**src/rtl/sram_strobe_pkg.sv**
```systemverilog
package sram_strobe_pkg;

  typedef enum logic [2:0] {
    SEQ_IDLE  = 3'd0,
    SEQ_READ  = 3'd1,
    SEQ_TURN  = 3'd2,
    SEQ_WRITE = 3'd3,
    SEQ_WREC  = 3'd4
  } seq_state_e;

  // Default clock and memory timing minimums, picoseconds
  localparam int DEF_CLK_PS     = 5000;
  localparam int DEF_T_RC_PS    = 10000;
  localparam int DEF_T_AA_PS    = 10000;
  localparam int DEF_T_OEA_PS   = 5000;
  localparam int DEF_T_BEA_PS   = 6000;
  localparam int DEF_T_WC_PS    = 10000;
  localparam int DEF_T_WP_PS    = 8000;
  localparam int DEF_T_DS_PS    = 5000;
  localparam int DEF_T_REL_PS   = 5000;

  function automatic int ceil_cycles(input int t_ps, input int clk_ps);
    int c;
    c = (t_ps + clk_ps - 1) / clk_ps;
    return (c < 1) ? 1 : c;
  endfunction

  function automatic int imax(input int a, input int b);
    return (a > b) ? a : b;
  endfunction

endpackage

```
**src/rtl/sram_phase_timer.sv**
```systemverilog
module sram_phase_timer #(
  parameter int CW = 4
) (
  input  logic          clk,
  input  logic          rst_n,
  input  logic          load,
  input  logic [CW-1:0] load_val,
  output logic          last
);

  logic [CW-1:0] cnt;

  // Holds the number of cycles left in the current phase, this one included
  always_ff @(posedge clk or negedge rst_n) begin
    if (!rst_n)           cnt <= '0;
    else if (load)        cnt <= load_val;
    else if (cnt != '0)   cnt <= cnt - 1'b1;
  end

  assign last = (cnt == {{(CW-1){1'b0}}, 1'b1});

endmodule

```
**src/rtl/sram_seq_fsm.sv**
```systemverilog
module sram_seq_fsm
  import sram_strobe_pkg::*;
#(
  parameter int CW     = 4,
  parameter int RD_N   = 2,
  parameter int TURN_N = 1,
  parameter int WP_N   = 2,
  parameter int WREC_N = 1
) (
  input  logic          clk,
  input  logic          rst_n,
  input  logic          req_valid,
  input  logic          req_write,
  input  logic          phase_last,
  output seq_state_e    nxt,
  output logic          ready,
  output logic          accept,
  output logic          load,
  output logic [CW-1:0] load_val,
  output logic          capture
);

  seq_state_e state;

  always_ff @(posedge clk or negedge rst_n) begin
    if (!rst_n) state <= SEQ_IDLE;
    else        state <= nxt;
  end

  always_comb begin
    // ready rises in the last cycle of a read or of write recovery
    ready  = (state == SEQ_IDLE) ||
             (phase_last && (state == SEQ_READ || state == SEQ_WREC));
    accept = ready && req_valid;

    nxt = state;
    unique case (state)
      SEQ_IDLE:  nxt = SEQ_IDLE;
      SEQ_READ:  if (phase_last) nxt = SEQ_IDLE;
      SEQ_TURN:  if (phase_last) nxt = SEQ_WRITE;
      SEQ_WRITE: if (phase_last) nxt = SEQ_WREC;
      SEQ_WREC:  if (phase_last) nxt = SEQ_IDLE;
      default:   nxt = SEQ_IDLE;
    endcase

    if (accept) begin
      if (!req_write)              nxt = SEQ_READ;
      else if (state == SEQ_READ)  nxt = SEQ_TURN;   // bus hand-over gap
      else                         nxt = SEQ_WRITE;
    end

    load = accept || (phase_last && (state == SEQ_TURN || state == SEQ_WRITE));

    unique case (nxt)
      SEQ_READ:  load_val = CW'(RD_N);
      SEQ_TURN:  load_val = CW'(TURN_N);
      SEQ_WRITE: load_val = CW'(WP_N);
      SEQ_WREC:  load_val = CW'(WREC_N);
      default:   load_val = '0;
    endcase

    capture = (state == SEQ_READ) && phase_last;
  end

endmodule

```
**src/rtl/sram_lane_io.sv**
```systemverilog
module sram_lane_io #(
  parameter int W = 8
) (
  input  logic         clk,
  input  logic         rst_n,
  input  logic         sel_next,
  input  logic         strobe_next,
  input  logic         write_next,
  input  logic [W-1:0] wdata_next,
  input  logic         capture,
  input  logic         cap_sel,
  input  logic [W-1:0] din,
  output logic         be_n,
  output logic         drive,
  output logic [W-1:0] dout,
  output logic [W-1:0] rdata
);

  always_ff @(posedge clk or negedge rst_n) begin
    if (!rst_n) begin
      be_n  <= 1'b1;
      drive <= 1'b0;
      dout  <= '0;
      rdata <= '0;
    end else begin
      be_n  <= !(strobe_next && sel_next);
      drive <= write_next && sel_next;
      if (write_next) dout <= wdata_next;
      if (capture)    rdata <= cap_sel ? din : '0;
    end
  end

endmodule

```
**src/rtl/sram_strobe_ctrl.sv**
```systemverilog
module sram_strobe_ctrl
  import sram_strobe_pkg::*;
#(
  parameter int ADDR_W   = 17,
  parameter int LANES    = 2,
  parameter int LANE_W   = 8,
  parameter int CLK_PS   = DEF_CLK_PS,
  parameter int T_RC_PS  = DEF_T_RC_PS,
  parameter int T_AA_PS  = DEF_T_AA_PS,
  parameter int T_OEA_PS = DEF_T_OEA_PS,
  parameter int T_BEA_PS = DEF_T_BEA_PS,
  parameter int T_WC_PS  = DEF_T_WC_PS,
  parameter int T_WP_PS  = DEF_T_WP_PS,
  parameter int T_DS_PS  = DEF_T_DS_PS,
  parameter int T_REL_PS = DEF_T_REL_PS
) (
  input  logic                     clk,
  input  logic                     rst_n,
  input  logic                     req_valid,
  output logic                     req_ready,
  input  logic                     req_write,
  input  logic [ADDR_W-1:0]        req_addr,
  input  logic [LANES-1:0]         req_be,
  input  logic [LANES*LANE_W-1:0]  req_wdata,
  output logic                     rd_valid,
  output logic [LANES*LANE_W-1:0]  rd_data,
  output logic [ADDR_W-1:0]        mem_addr,
  output logic                     mem_ce_n,
  output logic                     mem_we_n,
  output logic                     mem_oe_n,
  output logic [LANES-1:0]         mem_be_n,
  output logic [LANES*LANE_W-1:0]  mem_dq_o,
  output logic [LANES-1:0]         mem_dq_oe,
  input  logic [LANES*LANE_W-1:0]  mem_dq_i
);

  localparam int DATA_W = LANES * LANE_W;
  // Read length covers address, output-enable and lane-enable access plus cycle time
  localparam int RD_N   = imax(imax(ceil_cycles(T_AA_PS, CLK_PS), ceil_cycles(T_RC_PS, CLK_PS)),
                               imax(ceil_cycles(T_OEA_PS, CLK_PS), ceil_cycles(T_BEA_PS, CLK_PS)));
  // Data is driven for the whole pulse, so the pulse also covers data setup
  localparam int WP_N   = imax(ceil_cycles(T_WP_PS, CLK_PS), ceil_cycles(T_DS_PS, CLK_PS));
  localparam int WREC_N = imax(1, ceil_cycles(T_WC_PS, CLK_PS) - WP_N);
  localparam int TURN_N = ceil_cycles(T_REL_PS, CLK_PS);
  localparam int MAX_N  = imax(imax(RD_N, WP_N), imax(WREC_N, TURN_N));
  localparam int CW     = imax(1, $clog2(MAX_N + 1));

  seq_state_e          nxt;
  logic                accept;
  logic                load;
  logic [CW-1:0]       load_val;
  logic                phase_last;
  logic                capture;

  logic [LANES-1:0]    mask_q;
  logic [DATA_W-1:0]   wdata_q;
  logic [LANES-1:0]    mask_next;
  logic [DATA_W-1:0]   wdata_next;
  logic                strobe_next;
  logic                write_next;

  sram_phase_timer #(.CW(CW)) u_timer (
    .clk      (clk),
    .rst_n    (rst_n),
    .load     (load),
    .load_val (load_val),
    .last     (phase_last)
  );

  sram_seq_fsm #(
    .CW     (CW),
    .RD_N   (RD_N),
    .TURN_N (TURN_N),
    .WP_N   (WP_N),
    .WREC_N (WREC_N)
  ) u_fsm (
    .clk        (clk),
    .rst_n      (rst_n),
    .req_valid  (req_valid),
    .req_write  (req_write),
    .phase_last (phase_last),
    .nxt        (nxt),
    .ready      (req_ready),
    .accept     (accept),
    .load       (load),
    .load_val   (load_val),
    .capture    (capture)
  );

  assign mask_next   = accept ? req_be    : mask_q;
  assign wdata_next  = accept ? req_wdata : wdata_q;
  assign strobe_next = (nxt == SEQ_READ) || (nxt == SEQ_WRITE);
  assign write_next  = (nxt == SEQ_WRITE);

  // Request latch and registered shared strobes
  always_ff @(posedge clk or negedge rst_n) begin
    if (!rst_n) begin
      mask_q   <= '0;
      wdata_q  <= '0;
      mem_addr <= '0;
      mem_ce_n <= 1'b1;
      mem_we_n <= 1'b1;
      mem_oe_n <= 1'b1;
      rd_valid <= 1'b0;
    end else begin
      if (accept) begin
        mask_q   <= req_be;
        wdata_q  <= req_wdata;
        mem_addr <= req_addr;
      end
      mem_ce_n <= !strobe_next;
      mem_we_n <= !write_next;
      mem_oe_n <= !(nxt == SEQ_READ);   // output enable stays off during writes
      rd_valid <= capture;
    end
  end

  for (genvar g = 0; g < LANES; g++) begin : g_lane
    sram_lane_io #(.W(LANE_W)) u_lane (
      .clk         (clk),
      .rst_n       (rst_n),
      .sel_next    (mask_next[g]),
      .strobe_next (strobe_next),
      .write_next  (write_next),
      .wdata_next  (wdata_next[g*LANE_W +: LANE_W]),
      .capture     (capture),
      .cap_sel     (mask_q[g]),
      .din         (mem_dq_i[g*LANE_W +: LANE_W]),
      .be_n        (mem_be_n[g]),
      .drive       (mem_dq_oe[g]),
      .dout        (mem_dq_o[g*LANE_W +: LANE_W]),
      .rdata       (rd_data[g*LANE_W +: LANE_W])
    );
  end

endmodule

```
**config.mk**
```make
export PLATFORM = sky130hd
export DESIGN_NAME = sram_strobe_ctrl
export DESIGN_NICKNAME = d
export VERILOG_FILES = /design/src/rtl/sram_strobe_pkg.sv /design/src/rtl/sram_phase_timer.sv /design/src/rtl/sram_seq_fsm.sv /design/src/rtl/sram_lane_io.sv /design/src/rtl/sram_strobe_ctrl.sv
export SDC_FILE = /design/constraint.sdc
export NUM_CORES = 1
export LEC_CHECK = 0
export ABC_AREA = 1
export CORE_UTILIZATION = 45
export DETAILED_ROUTE_END_ITERATION = 10
export GPL_TIMING_DRIVEN = 1
export PLACE_DENSITY = 0.79
export SLEW_MARGIN = 20
export SYNTH_ARGS = -nofsm -noshare
export SYNTH_HDL_FRONTEND = slang
export SYNTH_SLANG_ARGS = --single-unit
export TNS_END_PERCENT = 1
```
**constraint.sdc**
```tcl
create_clock -name clk -period 2 [get_ports clk]
set_input_delay 0.4 -clock clk [delete_from_list [all_inputs] [get_ports clk]]
set_output_delay 0.4 -clock clk [all_outputs]
set_load 0.1 [all_outputs]
```
### Word level (Yosys, flattened, before mapping)

Index checks and enable logic that the tools add are counted.
Widths: inputs -> output; s select.

| operators by class | value |
|---|---|
| equality and inequality tests | 9 |
| reduce and logical (&&, ||, !) cells | 24 |
| mux-type cells | 14 |
| add/subtract/negate cells | 1 |

Operator list:

| operator | number |
|---|---|
| $mux 16 | 1 |
| $mux 8 | 2 |
| $mux 3 | 5 |
| $eq 3x2->1 const B | 4 |
| $pmux 3 s3 | 1 |
| $logic_and 1x1->1 | 8 |
| $eq 3x1->1 const B | 2 |
| $eq 3x3->1 const B | 2 |
| $mux 2 | 3 |
| $reduce_or 2->1 | 3 |
| $logic_not 1->1 | 5 |
| $logic_or 1x1->1 | 5 |
| $pmux 2 s2 | 1 |
| $reduce_bool 2->1 | 2 |
| $logic_not 3->1 | 1 |
| $eq 2x1->1 const B | 1 |
| $sub 2x1->2 const B | 1 |
| $mux 1 | 1 |

| storage, ports and cells | value |
|---|---|
| bits of input ports | 55 |
| register bits after elaboration | 80 |

### Longest topological paths before layout

| logic depth | value |
|---|---|
| depth in word-level cells | 10 |
| gate-level depth with buffers | 13 |

### Modules after synthesis

Synthesis repeated with hierarchy kept, for this count alone.

| second synthesis, totals | value |
|---|---|
| cell total of the unflattened synthesis | 359 |
| area total of the unflattened synthesis | 3264.4 sq um |

By module, submodules not included:

| module | cells an instance | area an instance (sq um) | times used |
|---|---|---|---|
| sram_strobe_ctrl | 160 | 1519.0 | 1 |
| sram_lane_io | 74 | 698.2 | 2 |
| sram_seq_fsm | 34 | 217.7 | 1 |
| sram_phase_timer | 17 | 131.4 | 1 |

### Worst setup path after synthesis

OpenSTA, ideal clock, no wires.

| timing | value |
|---|---|
| path kind | reg-to-output |
| start | reg u_timer.cnt[1] |
| end | out req_ready |
| data required time | 1600 ps |
| cell stages (with the launch flop) | 10 |
| arrival | 1539 ps |
| path slack | 61 ps |
| path through | dfrtp_1 > inv_1 > ha_1 > inv_1 > nand2_1 > nand3_2 > nand2_2 > buf_6 > buf_4 > buf_4 |

| on the way | value |
|---|---|
| word-level cells in the longest chain between the ends | 3 |

RTL lines:

| element | RTL line | RTL |
|---|---|---|
| start: declaration | sram_phase_timer.sv:11 | `logic [CW-1:0] cnt;` |
| start signal: assignment | sram_phase_timer.sv:16 | `else if (load) cnt <= load_val;` |
| start signal: assignment | sram_phase_timer.sv:17 | `else if (cnt != '0) cnt <= cnt - 1'b1;` |
| $eq 2x1->1 | sram_phase_timer.sv:20 | `assign last = (cnt == {{(CW-1){1'b0}}, 1'b1});` |
| $logic_and 1x1->1 | sram_seq_fsm.sv:33 | `(phase_last && (state == SEQ_READ \|\| state == SEQ_WREC));` |
| $logic_or 1x1->1 | sram_seq_fsm.sv:32 | `ready = (state == SEQ_IDLE) \|\|` |
| end: declaration | sram_strobe_ctrl.sv:20 | `output logic req_ready,` |

No other way between the ends.

### Worst setup path after layout

Ends and elaborated chain as after synthesis.

==> flow_metrics.tcl <==
set metrics [dict create \
    nNetsFinal 523 \
    fp.dieH_microns 87.8 \
    start_util 0.477 \
    cts_buffers 9 \
    synth_cell_type_count 24 \
    max_stage_delay_ps 400 \
    clk_pin_slew_worst_paths_ps 90 \
    syn_area_per_cell_sq_um 9.36 \
    max_freq_mhz 518 \
    cts-htree-levels 3 \
    cp-end-kind "primary output" \
    root_buffer "clkbuf_8" \
    synth_warnings 0 \
    setup_viol_count_final 0 \
    cp.arrival_ps 1530 \
    grt_usage 0.212 \
    synth_flop_cell "dfrtp_1" \
    final_cell_mix "142 x nand2_1, 75 x dfrtp_1, 61 x buf_4" \
    rows 30 \
    synth_edf_count 0 \
    synthArstFlopShare 1.00 \
    cp-start-kind "flop" \
    cp_data_required_time_ps 1600 \
    use_met2 0.330 \
    num-fill-cells 555 \
    synth_area_sq_mm 0.00331 \
    ys_ff_latch 80 \
    clock-sinks 80 \
    cts_tree "built" \
    skew_ps 10.7 \
    yosysSeqAreaShare 0.606 \
    grt_pass1_wl_microns 12600 \
    drtIter0Drc 139 \
    cpMaxStageDelayCell "dfrtp_1" \
    crit_type "flop to primary output" \
    drt-pass1-iter-count 4 \
    holdCritPathClass "input pin to asynchronous set/reset pin" \
    worst_pin_slew_ps 639 \
    vias_per_cell 4.81 \
    drive_above_1_share 0.234 \
    dpl.hpwl_microns 5330 \
    period_share 0.965 \
    die_area_sq_mm 0.00771 \
    whs_ps 96.8 \
    grt-ovfl-total 0 \
    antenna_left 0 \
    final_util 0.672 \
    maxSlewViolCount 0 \
    syn_nets 411 \
    drc_errors 0 \
    grt_max_degree 51 \
    use_met1 0.298 \
    cts_hold_buf 0 \
    grt_pass1_vias 2673 \
    n_antenna_cell 0 \
    area_delta_synth_final_pct 41.0 \
    num_vias 2728 \
    synth_cells 354 \
    layout_commonest_cell "nand2_1" \
    portBuffers 112 \
    rrSetupSlack_ps 170 \
    core_sq_mm 0.00694 \
    maxSlewHeadroom 0.574 \
    tns_ps 0 \
    rsz0062_at_grt "true" \
    drv_cap 0 \
    insertion_delay_ps 330 \
    place_congestion 0.746 \
    cts_buffer_depth 2 \
    routed_wl_microns 7610 \
    grt-busiest-layer "met2" \
    fin_crit_ps 1930 \
    worstPathMaxFanout 4 \
    hold_viol 0 \
    run_status "finished, final reports clean" \
    met3_usage 0.0415 \
    die_x_microns 87.8 \
    antenna_found_initial 0 \
    wl_per_cell_microns 13.4 \
    worstPathCellList "inv_2, ha_4, inv_1, nand2_2, nand3_2, nand2_4, buf_6, buf_12" \
    io_pins 113 \
]
[per-stage QoR]
stage	setup WS (ps)	cells	cell area (sq um)
finish	70.0	567	4670
global route	-29.7	567	4670
CTS	5.30	565	4650
detailed placement	8.13	548	4450
global placement	108	548	4450
floorplan	60.6	354	3310
[kinds of logic (layout without fill, tap and decap cells)]
group	Yosys count	count (layout)	share of synthesized area
and+or+nand+nor	217	217	0.294
DFF	80	80	0.606
buffers and inverters	35	152	0.0601
AOI/OAI and AO/OA	20	20	0.0321
adders and majority gates	2	2	0.00755
[metal layers]
layer | vias to the layer above | part of all wire
li1 | 1353 | -
met1 | 1271 | 0.46
met2 | 94 | 0.47
met3 | 10 | 0.064
met4 | 0 | 0.012
met5 | - | 0
[worst max-delay path: cells and delay by family, from the launching register on]
family,cells,cell delay (ps)
adders and majority gates,1,160
DFF,1,400
buffers and inverters,4,420
and+or+nand+nor,3,230
[final timing paths]
kind | startpoint | to | cells past startpoint
max in group asynchronous | rst_n | wdata_q[4] | 2
min reg2reg | wdata_q[10] | wdata_q[10] | 2
max reg2reg | u_timer.cnt[0] | g_lane[0].u_lane.dout[1] | 12
max | u_timer.cnt[1] | req_ready | 8
min | rst_n | g_lane[1].u_lane.dout[4] | 1
min in group clk | wdata_q[10] | wdata_q[10] | 2
[state kept, by name, indices dropped and copies added (netlist names), 2 cells and up]
name / cells
wdata_q: 16
u_timer.cnt: 2
g_lane.u_lane.be_n: 2
mask_q: 2
g_lane.u_lane.drive: 2
g_lane.u_lane.dout: 16
u_fsm.state: 3
g_lane.u_lane.rdata: 16
mem_addr: 17
[area by class of cell]
class	instances	area, sq um	share of cell area
tap	96	120	0.0257
inverter	10	40.0	0.00857
clock inverter	6	37.5	0.00804
sequential	80	2010	0.430
clock buffer	10	128	0.0273
multi-input combinational	239	1120	0.241
timing repair buffer	126	1210	0.259
[synth_stat cells (2+ instances only)]
cell type / number / area [sq um]
buf_2: 6 / 30.0
nand3_1: 57 / 285
ha_1: 2 / 25.0
dfrtp_1: 75 / 1880
dfstp_2: 5 / 131
nand2_1: 143 / 537
nand2_4: 2 / 22.5
nor2_1: 4 / 15.0
buf_4: 8 / 60.1
clkbuf_1: 4 / 15.0
nand2_2: 4 / 25.0
buf_6: 4 / 45.0
inv_1: 8 / 30.0
buf_1: 3 / 11.3
o21ai_0: 17 / 85.1
nand3_4: 2 / 35.0
nand3_2: 2 / 20.0
inv_2: 2 / 7.51
[repair_timing]
action	in CTS	in global routing
pin swaps	1	0
setup endpoints to repair	2	32
resized for setup	5	4
endpoints found under the hold margin	0	0
setup buffers	1	2
Power is left out: the tool's default activity adds up to more than one toggle a clock period on the data nets, which glitch-free logic cannot reach.
